File: config.mk
export PLATFORM = sky130hd
export DESIGN_NAME = mem_scan_port
export DESIGN_NICKNAME = d
export VERILOG_FILES = /design/src/rtl/scanport_pkg.sv /design/src/rtl/tap_seq.sv /design/src/rtl/tap_opreg.sv /design/src/rtl/tap_opdec.sv /design/src/rtl/tap_datachains.sv /design/src/rtl/mem_scan_port.sv
export SDC_FILE = /design/constraint.sdc
export NUM_CORES = 1
export LEC_CHECK = 0
export ABC_CLOCK_PERIOD_IN_PS = 2700
export CELL_PAD_IN_SITES_DETAIL_PLACEMENT = 1
export CELL_PAD_IN_SITES_GLOBAL_PLACEMENT = 1
export CORE_ASPECT_RATIO = 0.8
export CORE_UTILIZATION = 51
export DETAILED_ROUTE_END_ITERATION = 8
export DONT_BUFFER_PORTS = 1
export MAX_ROUTING_LAYER = met4
export PLACE_DENSITY = 0.9
export SYNTH_ARGS = -nofsm -noshare
export SYNTH_HDL_FRONTEND = slang
export SYNTH_SLANG_ARGS = --single-unit
File: constraint.sdc
create_clock -name tck -period 2.7 [get_ports tck]
set_input_delay 0 -clock tck [delete_from_list [all_inputs] [get_ports tck]]
set_output_delay 0 -clock tck [all_outputs]
set_load 0.01 [all_outputs]
File: src/rtl/scanport_pkg.sv
package scanport_pkg;

  typedef enum logic [3:0] {
    ST_RESET    = 4'd0,
    ST_IDLE     = 4'd1,
    ST_DR_SEL   = 4'd2,
    ST_DR_CAP   = 4'd3,
    ST_DR_SHIFT = 4'd4,
    ST_DR_EXIT1 = 4'd5,
    ST_DR_PAUSE = 4'd6,
    ST_DR_EXIT2 = 4'd7,
    ST_DR_UPD   = 4'd8,
    ST_IR_SEL   = 4'd9,
    ST_IR_CAP   = 4'd10,
    ST_IR_SHIFT = 4'd11,
    ST_IR_EXIT1 = 4'd12,
    ST_IR_PAUSE = 4'd13,
    ST_IR_EXIT2 = 4'd14,
    ST_IR_UPD   = 4'd15
  } tap_state_e;

  typedef enum logic [1:0] {
    CH_BYPASS   = 2'd0,
    CH_ID       = 2'd1,
    CH_BOUNDARY = 2'd2
  } chain_e;

  localparam int OP_W        = 3;
  localparam int ID_W        = 32;
  localparam int ID_REV_W    = 3;
  localparam int ID_PART_W   = 17;
  localparam int ID_VENDOR_W = 11;

  localparam logic [OP_W-1:0] OP_EXTEST     = 3'b000;
  localparam logic [OP_W-1:0] OP_IDCODE     = 3'b001;
  localparam logic [OP_W-1:0] OP_HIZ_SAMPLE = 3'b010;
  localparam logic [OP_W-1:0] OP_SAMPLE     = 3'b100;
  localparam logic [OP_W-1:0] OP_BYPASS     = 3'b111;

  localparam logic [OP_W-1:0] CAPTURE_PATTERN = 3'b001;

endpackage

File: src/rtl/tap_seq.sv
module tap_seq
  import scanport_pkg::*;
(
  input  logic       tck,
  input  logic       por_n,
  input  logic       tms,
  output tap_state_e state
);

  tap_state_e nxt;

  always_comb begin
    case (state)
      ST_RESET:    nxt = tms ? ST_RESET    : ST_IDLE;
      ST_IDLE:     nxt = tms ? ST_DR_SEL   : ST_IDLE;
      ST_DR_SEL:   nxt = tms ? ST_IR_SEL   : ST_DR_CAP;
      ST_DR_CAP:   nxt = tms ? ST_DR_EXIT1 : ST_DR_SHIFT;
      ST_DR_SHIFT: nxt = tms ? ST_DR_EXIT1 : ST_DR_SHIFT;
      ST_DR_EXIT1: nxt = tms ? ST_DR_UPD   : ST_DR_PAUSE;
      ST_DR_PAUSE: nxt = tms ? ST_DR_EXIT2 : ST_DR_PAUSE;
      ST_DR_EXIT2: nxt = tms ? ST_DR_UPD   : ST_DR_SHIFT;
      ST_DR_UPD:   nxt = tms ? ST_DR_SEL   : ST_IDLE;
      ST_IR_SEL:   nxt = tms ? ST_RESET    : ST_IR_CAP;
      ST_IR_CAP:   nxt = tms ? ST_IR_EXIT1 : ST_IR_SHIFT;
      ST_IR_SHIFT: nxt = tms ? ST_IR_EXIT1 : ST_IR_SHIFT;
      ST_IR_EXIT1: nxt = tms ? ST_IR_UPD   : ST_IR_PAUSE;
      ST_IR_PAUSE: nxt = tms ? ST_IR_EXIT2 : ST_IR_PAUSE;
      ST_IR_EXIT2: nxt = tms ? ST_IR_UPD   : ST_IR_SHIFT;
      ST_IR_UPD:   nxt = tms ? ST_DR_SEL   : ST_IDLE;
      default:     nxt = ST_RESET;
    endcase
  end

  always_ff @(posedge tck or negedge por_n) begin
    if (!por_n) state <= ST_RESET;
    else        state <= nxt;
  end

  // Run length of consecutive high mode samples, saturating at five.
  logic [2:0] high_run;
  always_ff @(posedge tck or negedge por_n) begin
    if (!por_n)                high_run <= 3'd0;
    else if (!tms)             high_run <= 3'd0;
    else if (high_run != 3'd5) high_run <= high_run + 3'd1;
  end

  a_r2_five_high_resets: assert property (@(posedge tck) disable iff (!por_n)
    (high_run == 3'd5) |-> (state == ST_RESET));

  a_r3_capture_leaves: assert property (@(posedge tck) disable iff (!por_n)
    (state == ST_DR_CAP) |=> (state == ST_DR_SHIFT || state == ST_DR_EXIT1));

endmodule

File: src/rtl/tap_opreg.sv
module tap_opreg
  import scanport_pkg::*;
(
  input  logic            tck,
  input  logic            por_n,
  input  logic            tdi,
  input  tap_state_e      state,
  output logic [OP_W-1:0] op,
  output logic            stage_lsb
);

  logic [OP_W-1:0] stage;

  always_ff @(posedge tck or negedge por_n) begin
    if (!por_n) begin
      stage <= CAPTURE_PATTERN;
      op    <= OP_IDCODE;
    end else begin
      case (state)
        ST_IR_CAP:   stage <= CAPTURE_PATTERN;
        ST_IR_SHIFT: stage <= {tdi, stage[OP_W-1:1]};
        default:     stage <= stage;
      endcase
      if (state == ST_RESET)       op <= OP_IDCODE;
      else if (state == ST_IR_UPD) op <= stage;
    end
  end

  assign stage_lsb = stage[0];

  a_r11_reset_loads_id: assert property (@(posedge tck) disable iff (!por_n)
    (state == ST_RESET) |=> (op == OP_IDCODE));

  a_r4_op_held_until_update: assert property (@(posedge tck) disable iff (!por_n)
    (state != ST_IR_UPD && state != ST_RESET) |=> $stable(op));

endmodule

File: src/rtl/tap_opdec.sv
module tap_opdec
  import scanport_pkg::*;
(
  input  logic [OP_W-1:0] op,
  output chain_e          chain,
  output logic            drive_en,
  output logic            hiz
);

  always_comb begin
    chain    = CH_BYPASS;
    drive_en = 1'b0;
    hiz      = 1'b0;
    case (op)
      OP_EXTEST: begin
        chain    = CH_BOUNDARY;
        drive_en = 1'b1;
      end
      OP_IDCODE:     chain = CH_ID;
      OP_HIZ_SAMPLE: begin
        chain = CH_BOUNDARY;
        hiz   = 1'b1;
      end
      OP_SAMPLE:     chain = CH_BOUNDARY;
      default:       chain = CH_BYPASS;
    endcase
  end

endmodule

File: src/rtl/tap_datachains.sv
module tap_datachains
  import scanport_pkg::*;
#(
  parameter int              BSR_W  = 16,
  parameter logic [ID_W-1:0] ID_VAL = 32'h1
) (
  input  logic             tck,
  input  logic             por_n,
  input  logic             tdi,
  input  tap_state_e       state,
  input  chain_e           chain,
  input  logic [BSR_W-1:0] pad_in,
  output logic [BSR_W-1:0] pad_out,
  output logic             chain_lsb
);

  logic             byp;
  logic [ID_W-1:0]  id_sh;
  logic [BSR_W-1:0] bsr_sh;
  logic [BSR_W-1:0] bsr_next;

  generate
    if (BSR_W == 1) begin : g_bsr_single
      assign bsr_next = tdi;
    end else begin : g_bsr_multi
      assign bsr_next = {tdi, bsr_sh[BSR_W-1:1]};
    end
  endgenerate

  always_ff @(posedge tck or negedge por_n) begin
    if (!por_n) begin
      byp     <= 1'b0;
      id_sh   <= '0;
      bsr_sh  <= '0;
      pad_out <= '0;
    end else begin
      case (state)
        ST_DR_CAP: begin
          case (chain)
            CH_ID:       id_sh  <= ID_VAL;
            CH_BOUNDARY: bsr_sh <= pad_in;
            default:     byp    <= 1'b0;
          endcase
        end
        ST_DR_SHIFT: begin
          case (chain)
            CH_ID:       id_sh  <= {tdi, id_sh[ID_W-1:1]};
            CH_BOUNDARY: bsr_sh <= bsr_next;
            default:     byp    <= tdi;
          endcase
        end
        ST_DR_UPD: begin
          if (chain == CH_BOUNDARY) pad_out <= bsr_sh;
        end
        default: ;
      endcase
    end
  end

  always_comb begin
    case (chain)
      CH_ID:       chain_lsb = id_sh[0];
      CH_BOUNDARY: chain_lsb = bsr_sh[0];
      default:     chain_lsb = byp;
    endcase
  end

  a_r6_bypass_captures_zero: assert property (@(posedge tck) disable iff (!por_n)
    (state == ST_DR_CAP && chain == CH_BYPASS) |=> (byp == 1'b0));

  a_r9_update_only_changes_pins: assert property (@(posedge tck) disable iff (!por_n)
    (state != ST_DR_UPD) |=> $stable(pad_out));

endmodule

File: src/rtl/mem_scan_port.sv
module mem_scan_port
  import scanport_pkg::*;
#(
  parameter int                     BSR_W     = 16,
  parameter logic [ID_REV_W-1:0]    ID_REV    = 3'd2,
  parameter logic [ID_PART_W-1:0]   ID_PART   = 17'h0A5C3,
  parameter logic [ID_VENDOR_W-1:0] ID_VENDOR = 11'h0D5
) (
  input  logic             tck,
  input  logic             por_n,
  input  logic             tms,
  input  logic             tdi,
  input  logic [BSR_W-1:0] pad_in,
  output logic             tdo,
  output logic             tdo_oe,
  output logic [3:0]       tap_state,
  output logic             mem_out_hiz,
  output logic             bnd_drive_en,
  output logic [BSR_W-1:0] bnd_drive_val
);

  localparam logic [ID_W-1:0] ID_VAL = {ID_REV, ID_PART, ID_VENDOR, 1'b1};

  tap_state_e      st;
  logic [OP_W-1:0] op;
  logic            op_lsb;
  logic            dr_lsb;
  chain_e          chain;

  tap_seq u_seq (
    .tck   (tck),
    .por_n (por_n),
    .tms   (tms),
    .state (st)
  );

  tap_opreg u_opreg (
    .tck       (tck),
    .por_n     (por_n),
    .tdi       (tdi),
    .state     (st),
    .op        (op),
    .stage_lsb (op_lsb)
  );

  tap_opdec u_dec (
    .op       (op),
    .chain    (chain),
    .drive_en (bnd_drive_en),
    .hiz      (mem_out_hiz)
  );

  tap_datachains #(
    .BSR_W  (BSR_W),
    .ID_VAL (ID_VAL)
  ) u_chains (
    .tck       (tck),
    .por_n     (por_n),
    .tdi       (tdi),
    .state     (st),
    .chain     (chain),
    .pad_in    (pad_in),
    .pad_out   (bnd_drive_val),
    .chain_lsb (dr_lsb)
  );

  // Serial output is retimed to the falling edge.
  always_ff @(negedge tck or negedge por_n) begin
    if (!por_n) begin
      tdo    <= 1'b0;
      tdo_oe <= 1'b0;
    end else begin
      tdo    <= (st == ST_IR_SHIFT) ? op_lsb : dr_lsb;
      tdo_oe <= (st == ST_IR_SHIFT) || (st == ST_DR_SHIFT);
    end
  end

  assign tap_state = st;

  a_r10_drive_only_in_shift: assert property (@(posedge tck) disable iff (!por_n)
    tdo_oe |-> (st == ST_IR_SHIFT || st == ST_DR_SHIFT));

  a_r8_hiz_excludes_drive: assert property (@(posedge tck) disable iff (!por_n)
    mem_out_hiz |-> (!bnd_drive_en && op == OP_HIZ_SAMPLE));

endmodule

Yosys cells after proc, flatten, opt, wreduce, memory -nomap -nowiden --
Index checks and enable logic that the tools add are counted.
Word-level totals: word-level logic and storage cells 80, register bits after elaboration 77, output and inout bits 24, input bits 20
Operators by class: mux-type cells 30, reductions and logical operators 15, eq/ne operators 26
Operators by type and width (count):
- 32-bit 2-to-1 mux | 2
- 32-bit one-hot mux with 2 select lines | 1
- 4-bit one-hot mux with 12 select lines | 1
- 4-bit equality test (second input constant) | 8
- 16-bit 2-to-1 mux | 2
- 16-bit one-hot mux with 2 select lines | 1
- 4-bit by 3-bit equality test with 1-bit output (second input constant) | 4
- 4-bit 2-to-1 mux | 4
- 3-bit 2-to-1 mux | 4
- 3-bit AND reduction | 3
- 4-bit by 2-bit equality test with 1-bit output (second input constant) | 2
- 1-bit 2-to-1 mux | 8
- 2-bit by 1-bit != test with 1-bit output (second input constant) | 4
- 2-bit 2-to-1 mux | 3
- 3-bit one-hot mux with 2 select lines | 1
- 2-bit nonzero test | 3
- 2-bit OR reduction | 3
- 3-bit OR reduction | 2
- 4-bit by 1-bit equality test with 1-bit output (second input constant) | 1
- 4-bit zero test | 1
- 2-bit != test (second input constant) | 2
- 1-bit one-hot mux with 2 select lines | 2
- 2-bit one-hot mux with 2 select lines | 1
- 3-bit by 1-bit equality test with 1-bit output (second input constant) | 1
- other kinds (7) | 7

Longest topological paths before layout --
Gate-level depths: netlist of the first run.
depth after elaboration 7, mapped depth 8, mapped depth without buffers 7

Hierarchy --
From an unflattened synthesis of the first run, not the netlist that was laid out.
Unflattened totals: cells, all modules 306, area, all modules 3751.1 µm²
By module, submodules not included:
- tap_datachains | area each 3045.4 µm², seq. area each 1626.6 µm², cells each 227, times used 1
- tap_seq | area each 315.3 µm², seq. area each 100.1 µm², cells each 40, times used 1
- tap_opreg | area each 281.5 µm², seq. area each 152.6 µm², cells each 29, times used 1
- mem_scan_port | area each 83.8 µm², seq. area each 50.0 µm², cells each 6, times used 1
- tap_opdec | area each 25.0 µm², seq. area each 0.0 µm², cells each 4, times used 1

==> results of run 1 <==
==> flip-flops by register name (all words and copies together) (netlist names) <==
| register | flops |
|---|---|
| u_chains.id_sh | 32 |
| tdo | 1 |
| u_chains.bsr_sh | 16 |
| u_opreg.op | 3 |
| u_opreg.stage | 3 |
| u_chains.byp | 1 |
| u_seq.state | 4 |
| tdo_oe | 1 |
| u_chains.pad_out | 16 |
==> timing repair <==
item | CTS | global route
pin swaps | 1 | 0
gates resized for setup | 5 | 1
setup endpoints to repair | 1 | 1
hold buffers | 20 | 0
hold endpoints to repair | 98 | 0
==> placed cells by master (no fill, tap or decap), types with 2 or more instances in the layout <==
cell	count
dfrtp_1	73
a32o_1	2
a22o_1	16
dlygate4sd3_1	19
mux2_4	10
dfrtn_1	2
nor3b_1	2
nand4_1	2
mux2_1	9
o21a_1	2
nand3_1	2
mux2_2	30
o211ai_1	2
buf_4	14
o21ai_0	6
o22a_1	15
nand2_1	6
o221ai_1	2
nor3_1	3
nor2b_1	2
and3_1	2
dfstp_2	2
o21ai_2	2
clkbuf_8	11
a21oi_1	5
nor2_1	5
inv_1	6
bufinv_16	3
o22ai_1	2
==> kinds of logic (layout without fill, tap and decap cells) <==
family | after synthesis | count (layout) | share of synthesized area (%)
xor gates and xnor gates | 1 | 1 | 0.257
adders and majority gates | 2 | 2 | 0.734
DFF | 77 | 77 | 56.6
buffers and inverters | 26 | 56 | 4.48
and+or+nand+nor | 35 | 35 | 6.75
AOI/OAI and AO/OA | 61 | 61 | 13.9
muxes | 49 | 49 | 17.3
other | 0 | 1 | 0
==> power breakdown <==
group          internal, mW  switching, mW
Sequential             1.52          0.315
Combinational         0.797           1.00
Clock                 0.659          0.442
==> per-layer routing <==
metal	vias to the layer above	track usage [%]	routed length, µm
met4	0	20.0	463
met1	1242	36.7	4110
li1	977	-	-
met2	127	53.9	5200
met3	50	9.09	775
met5	-	-	0
==> critical path: stages, from the launching register on <==
cell and delay [ns]:
dfstp_2 0.56, inv_2 0.04, or3_4 0.35, ha_4 0.18, a22oi_2 0.18, o21ai_2 0.09, mux2_2 0.27
==> stage by stage <==
step | hold slack [ns] | setup slack, ns
detailed placement | -0.292 | -0.462
global placement | -0.291 | -0.365
floorplan | -0.296 | -0.379
CTS | 0.00264 | -0.432
finish | 0.0652 | -0.489
global route | 0.0800 | -0.495
==> how the worst min path moves through the flow <==
stage                     start  cells after the start                              to  slack, ns
after global routing        tms                      3        u_seq.state[2]$_DFF_PN0_       0.08
after CTS                   tms                      3        u_seq.state[2]$_DFF_PN0_      0.003
final                       tms                      3        u_seq.state[2]$_DFF_PN0_       0.07
after floorplan           por_n                      0  u_chains.bsr_sh[0]$_DFFE_PN0P_      -0.30
after global placement    por_n                      0   u_chains.id_sh[2]$_DFFE_PN0P_      -0.29
after detailed placement  por_n                      0       u_opreg.op[1]$_DFFE_PN0P_      -0.29
==> area by class of cell <==
class / count / area, µm² / share of cell area [%]
antenna: 1 / 2.50 / 0.0627
timing repair buffer: 34 / 323 / 8.09
tap: 84 / 105 / 2.63
multi-input combinational: 148 / 1360 / 34.0
inverter: 7 / 26.3 / 0.659
clock buffer: 11 / 151 / 3.79
clock inverter: 4 / 95.1 / 2.38
sequential: 77 / 1930 / 48.4
==> run_results.csv, run 1 <==
group,metric,value,unit
status,outcome,"finished, violations left",
status,violations,"setup timing",
setup_path,rr_worst_depth,6,
timing,final-max-slew-violation-count,0,
clock_tree,clkSinkCount,77,
run,drv_cap,0,
setup_path,crit_arrival,2.02,ns
synthesis,post-synth-top-count-cell,"dfrtp_1",
global_routing,grt_pass1_wl,15600,µm
drt,drtIter0Drc,316,
synthesis,synth_edf_count,0,
timing,finalSetupViolCount,1,
synthesis,synth_fp_nets,273,
timing,tns,-0.489,ns
setup_path,reg2reg_to,"tdo$_DFF_NN0_",
global_routing,grt_start_max_net_pins,76,
die,die_x,93.4,µm
die,die_h,75.1,µm
synthesis,synth.largest_area_cell,"dfrtp_1",
setup_path,worstPathMaxFanout,2,
timing,hold_violations,0,
setup_path,cp_data_required_time,1.53,ns
die,core,6410,µm²
clock_tree,cts_setup_buffers,0,
synthesis,ys_async_sr_fraction,100,%
setup_path,cp-start-kind,"flip-flop",
setup_path,critPathCaptureType,"flip-flop",
drt,wl_per_cell,28.8,µm
layout,instances_no_fill,366,
die,fp-row-count,26,
clock_tree,cts_root_buffer,"clkbuf_8",
synthesis,synth_top_cell_area_share,53.6,%
place,portBuffers,0,
synthesis,synth_area_leaders,"dfrtp_1 (54%), mux2_2 (9.9%), mux2_4 (4.4%), a22o_1 (4.1%), o22a_1 (3.9%)",
drt,drc,0,
synthesis,syn_area,3410,µm²
setup_path,reg2reg_from,"u_opreg.op[0]$_DFFE_PN1P_",
clock_tree,clk_path_buf_depth,2,
global_routing,antenna_found_initial,1,
setup_path,cp-endpoint,"tdo$_DFF_NN0_",
synthesis,synthFlopType,"dfrtp_1",
timing,relSlewSlack,47.5,%
layout,postLayoutCoreUtil,62.3,%
drt,dr_total_vias,2396,
die,dieArea,7020,µm²
layout,area_delta_synth_final,17.0,%
min_path,hold_path.class,"primary input to flip-flop",
setup_path,r2r_slack,-0.49,ns
layout,fin_area,3990,µm²
clock_tree,htree_levels,3,
timing,tightest_slew,0.787,ns
synthesis,ys_seq_area_share,56.6,%
global_routing,grt_pass1_vias,2631,
place,gp_congestion,0.805,
synthesis,ys_ff_latch,77,
synthesis,synth.distinct_cells,49,
power_and_ir_drop,total_power,4.73,mW
synthesis,synthTopCellsByCount,"dfrtp_1 (73), mux2_2 (30), a22o_1 (16)",
layout,nets,299,
global_routing,grt.total_usage,33.0,%
place,post_dp_cell_area,3500,µm²
power_and_ir_drop,peakVddDrop,0.703,mV
place,dp_hpwl,5100,µm
clock_tree,cts_buffers,9,
synthesis,synth_area_per_cell,13.6,µm²
timing,finalWorstSetupSlack,-0.489,ns
drt,wl,10500,µm
die,start_util,53.2,%
drt,route.antenna.remaining_nets,0,
die,io_pins,44,
timing,skew,0.0249,ns
power_and_ir_drop,power_density,1190,nW/µm²
clock_tree,path_clk_slew,0.09,ns
power_and_ir_drop,power_leakage,1.82,nW
layout,drive_above_1_share,29.9,%
clock_tree,clock_latency,0.36,ns
synthesis,netlist_instances,251,
synthesis,synth_warnings,0,
place,dp_cells,330,
setup_path,criticalPathCategory,"flip-flop to flip-flop",
clock_tree,tritoncts,"done",
setup_path,startpoint,"u_opreg.op[0]$_DFFE_PN1P_",
layout,num-fill-cells,584,
timing,rsz0062_at_grt,"yes",
drt,vias_per_cell,6.55,
drt,dr.pass1.iters,7,
global_routing,grt-ovfl-total,0,
(Power assumes the default switching activity.)
==> inputs of run 2 (changes only) <==
ABC_CLOCK_PERIOD_IN_PS = 3500   (was 2700)
CORE_ASPECT_RATIO = 1.1   (was 0.8)
GPL_ROUTABILITY_DRIVEN = 0   (was not set)
clock period = 3.5 ns   (was 2.7 ns; I/O delays follow)
==> run 2 against run 1 <==
Compared with the run above:
- the flow still finishes with violations (setup timing)
- global-route usage fell by 5.1 points
- clock power fell by 39%
- via count fell by 9.8%
- first-iteration DRC count fell by 66%
- final area fell by 2.3%
- sequential share of layout area rose by 1.1 points
- routed wire length fell by 21%
- setup slack improved by 0.46 ns
- combinational power fell by 32%
- critical path type unchanged
==> run_results.csv, run 2 (synthesized netlist as in run 1, its figures left out) <==
group,metric,value,unit
status,outcome,"finished, violations left",
status,violations,"setup timing",
timing,relSlewSlack,32.3,%
clock_tree,clkSinkCount,77,
global_routing,antenna_found_initial,0,
global_routing,gr-usage-met3,3.96,%
die,start_util,54.1,%
clock_tree,clock_latency,0.35,ns
layout,top_regs,"u_chains.id_sh (32), u_chains.bsr_sh (16), u_chains.pad_out (16)",
global_routing,grt_pass1_wl,13700,µm
layout,largest_register_ffs,32,
timing,finalSetupViolCount,1,
clock_tree,cts_root_buffer,"clkbuf_8",
global_routing,met2_usage,48.3,%
run,drv_cap,0,
drt,vias_per_cell,6.03,
drt,wl_per_cell,23.3,µm
drt,wl,8340,µm
die,io_pins,44,
setup_path,criticalPathCategory,"flip-flop to flip-flop",
timing,hold_violations,0,
setup_path,worstPathMaxFanout,2,
timing,rsz0062_at_grt,"yes",
layout,area_delta_synth_final,14.3,%
power_and_ir_drop,power_leakage,1.77,nW
drt,route.antenna.remaining_nets,0,
global_routing,grt_start_max_net_pins,76,
place,portBuffers,0,
setup_path,critPathCaptureType,"flip-flop",
layout,antenna_cells,0,
setup_path,crit_chain,"inv_1, or3_4, ha_4, a22oi_2, o21ai_1, mux2_2",
clock_tree,path_clk_slew,0.08,ns
global_routing,grt-ovfl-total,0,
place,dp_hpwl,4850,µm
timing,skew,0.0210,ns
die,core,6310,µm²
place,pre_cts_ws,-0.0595,ns
setup_path,cp-start-kind,"flip-flop",
place,dp_cells,323,
layout,final_cell_mix,"dfrtp_1 (73), mux2_2 (30), dlygate4sd3_1 (19)",
global_routing,grt_pass1_vias,2439,
setup_path,crit_arrival,1.95,ns
drt,drtIter0Drc,109,
drt,drc,0,
die,die_h,87.8,µm
layout,layout.cells.most_common,"dfrtp_1",
clock_tree,htree_levels,3,
timing,tns,-0.0257,ns
die,fp-row-count,30,
timing,finalWorstSetupSlack,-0.0257,ns
die,die_x,80.0,µm
layout,nets,296,
timing,tightest_slew,1.01,ns
global_routing,grtUsageMet1,32.9,%
clock_tree,tritoncts,"done",
global_routing,grt.total_usage,27.9,%
die,dieArea,7020,µm²
power_and_ir_drop,peakVddDrop,0.399,mV
layout,instances_no_fill,358,
min_path,hold_path.class,"primary input to flip-flop",
setup_path,cp_data_required_time,1.93,ns
setup_path,path_delay_family,"flip-flops",
timing,final-max-slew-violation-count,0,
power_and_ir_drop,power_density,838,nW/µm²
drt,dr_total_vias,2160,
layout,regMostFlops,"u_chains.id_sh",
global_routing,top_usage_layer,"met2",
drt,dr.pass1.iters,5,
layout,drive_above_1_share,28.4,%
clock_tree,cts_setup_buffers,0,
setup_path,critPathSlowestCell,"dfstp_2",
setup_path,critPathBufInv,1,
clock_tree,clk_path_buf_depth,2,
clock_tree,cts_buffers,9,
setup_path,max_stage_delay,0.54,ns
-- run 2: cell count changes in the layout (fill, tap and decap cells not counted), moves of 2 or more --
cell,previous run,this run
buf_4,14,11
bufinv_16,3,1
clkbuf_8,11,9
clkinv_4,0,2
-- run 2: tightest hold or removal path: cells and delay by family --
family	cells	cell delay (ns)
and+or+nand+nor	1	0.09
AOI/OAI and AO/OA	2	0.24
-- run 2: area by class of cell --
class	instances	area, µm²
clock inverters	6	65.1
inverters	7	26.3
multi-input cells	148	1350
well taps	80	100
repair buffers	31	300
flip-flops and latches	77	1930
fillers	604	2410
clock buffers	9	124
-- run 2: worst paths after layout --
check                                                 end                           start  depth (start not counted)  slack, ns
setup / recovery                            tdo$_DFF_NN0_       u_opreg.op[0]$_DFFE_PN1P_                          6      -0.03
hold / removal                   u_seq.state[1]$_DFF_PN0_                             tms                          3       0.02
setup reg to reg                            tdo$_DFF_NN0_       u_opreg.op[0]$_DFFE_PN1P_                          6      -0.03
hold reg to reg            u_chains.id_sh[13]$_DFFE_PN0P_  u_chains.id_sh[13]$_DFFE_PN0P_                          1       0.49
max in group asynchronous                tdo_oe$_DFF_NN0_                           por_n                          0       2.41
min in group asynchronous  u_chains.id_sh[26]$_DFFE_PN0P_                           por_n                          2       0.20
-- run 2: repair_timing --
item	4_1_cts	5_1_grt
resized for setup	5	0
endpoints found under the hold margin	98	0
endpoints found under the setup margin	1	1
pin swaps	0	0
hold buffers	20	0
-- run 2: per-layer routing --
layer	routed length [µm]	vias to the layer above
met4	138	0
met2	4560	39
met5	0	-
met3	211	11
li1	-	969
met1	3430	1141
-- run 2: power breakdown --
part / total (mW) / switching (mW) / internal, mW
clock: 0.666 / 0.341 / 0.325
combinational: 1.22 / 0.631 / 0.585
sequential: 1.38 / 0.211 / 1.17
total: 3.27 / 1.18 / 2.08
-- run 2: per-stage QoR --
stage / hold slack [ns] / total power, mW / cell area, µm² / utilization (%)
finish: 0.0157 / 3.27 / 3900 / 61.8
global placement: -0.290 / 2.40 / 3470 / 55.0
CTS: 0.00472 / 3.24 / 3900 / 61.8
global route: 0.0170 / 3.46 / 3900 / 61.8
floorplan: -0.296 / 2.23 / 3410 / -
detailed placement: -0.293 / 2.50 / 3470 / 55.0
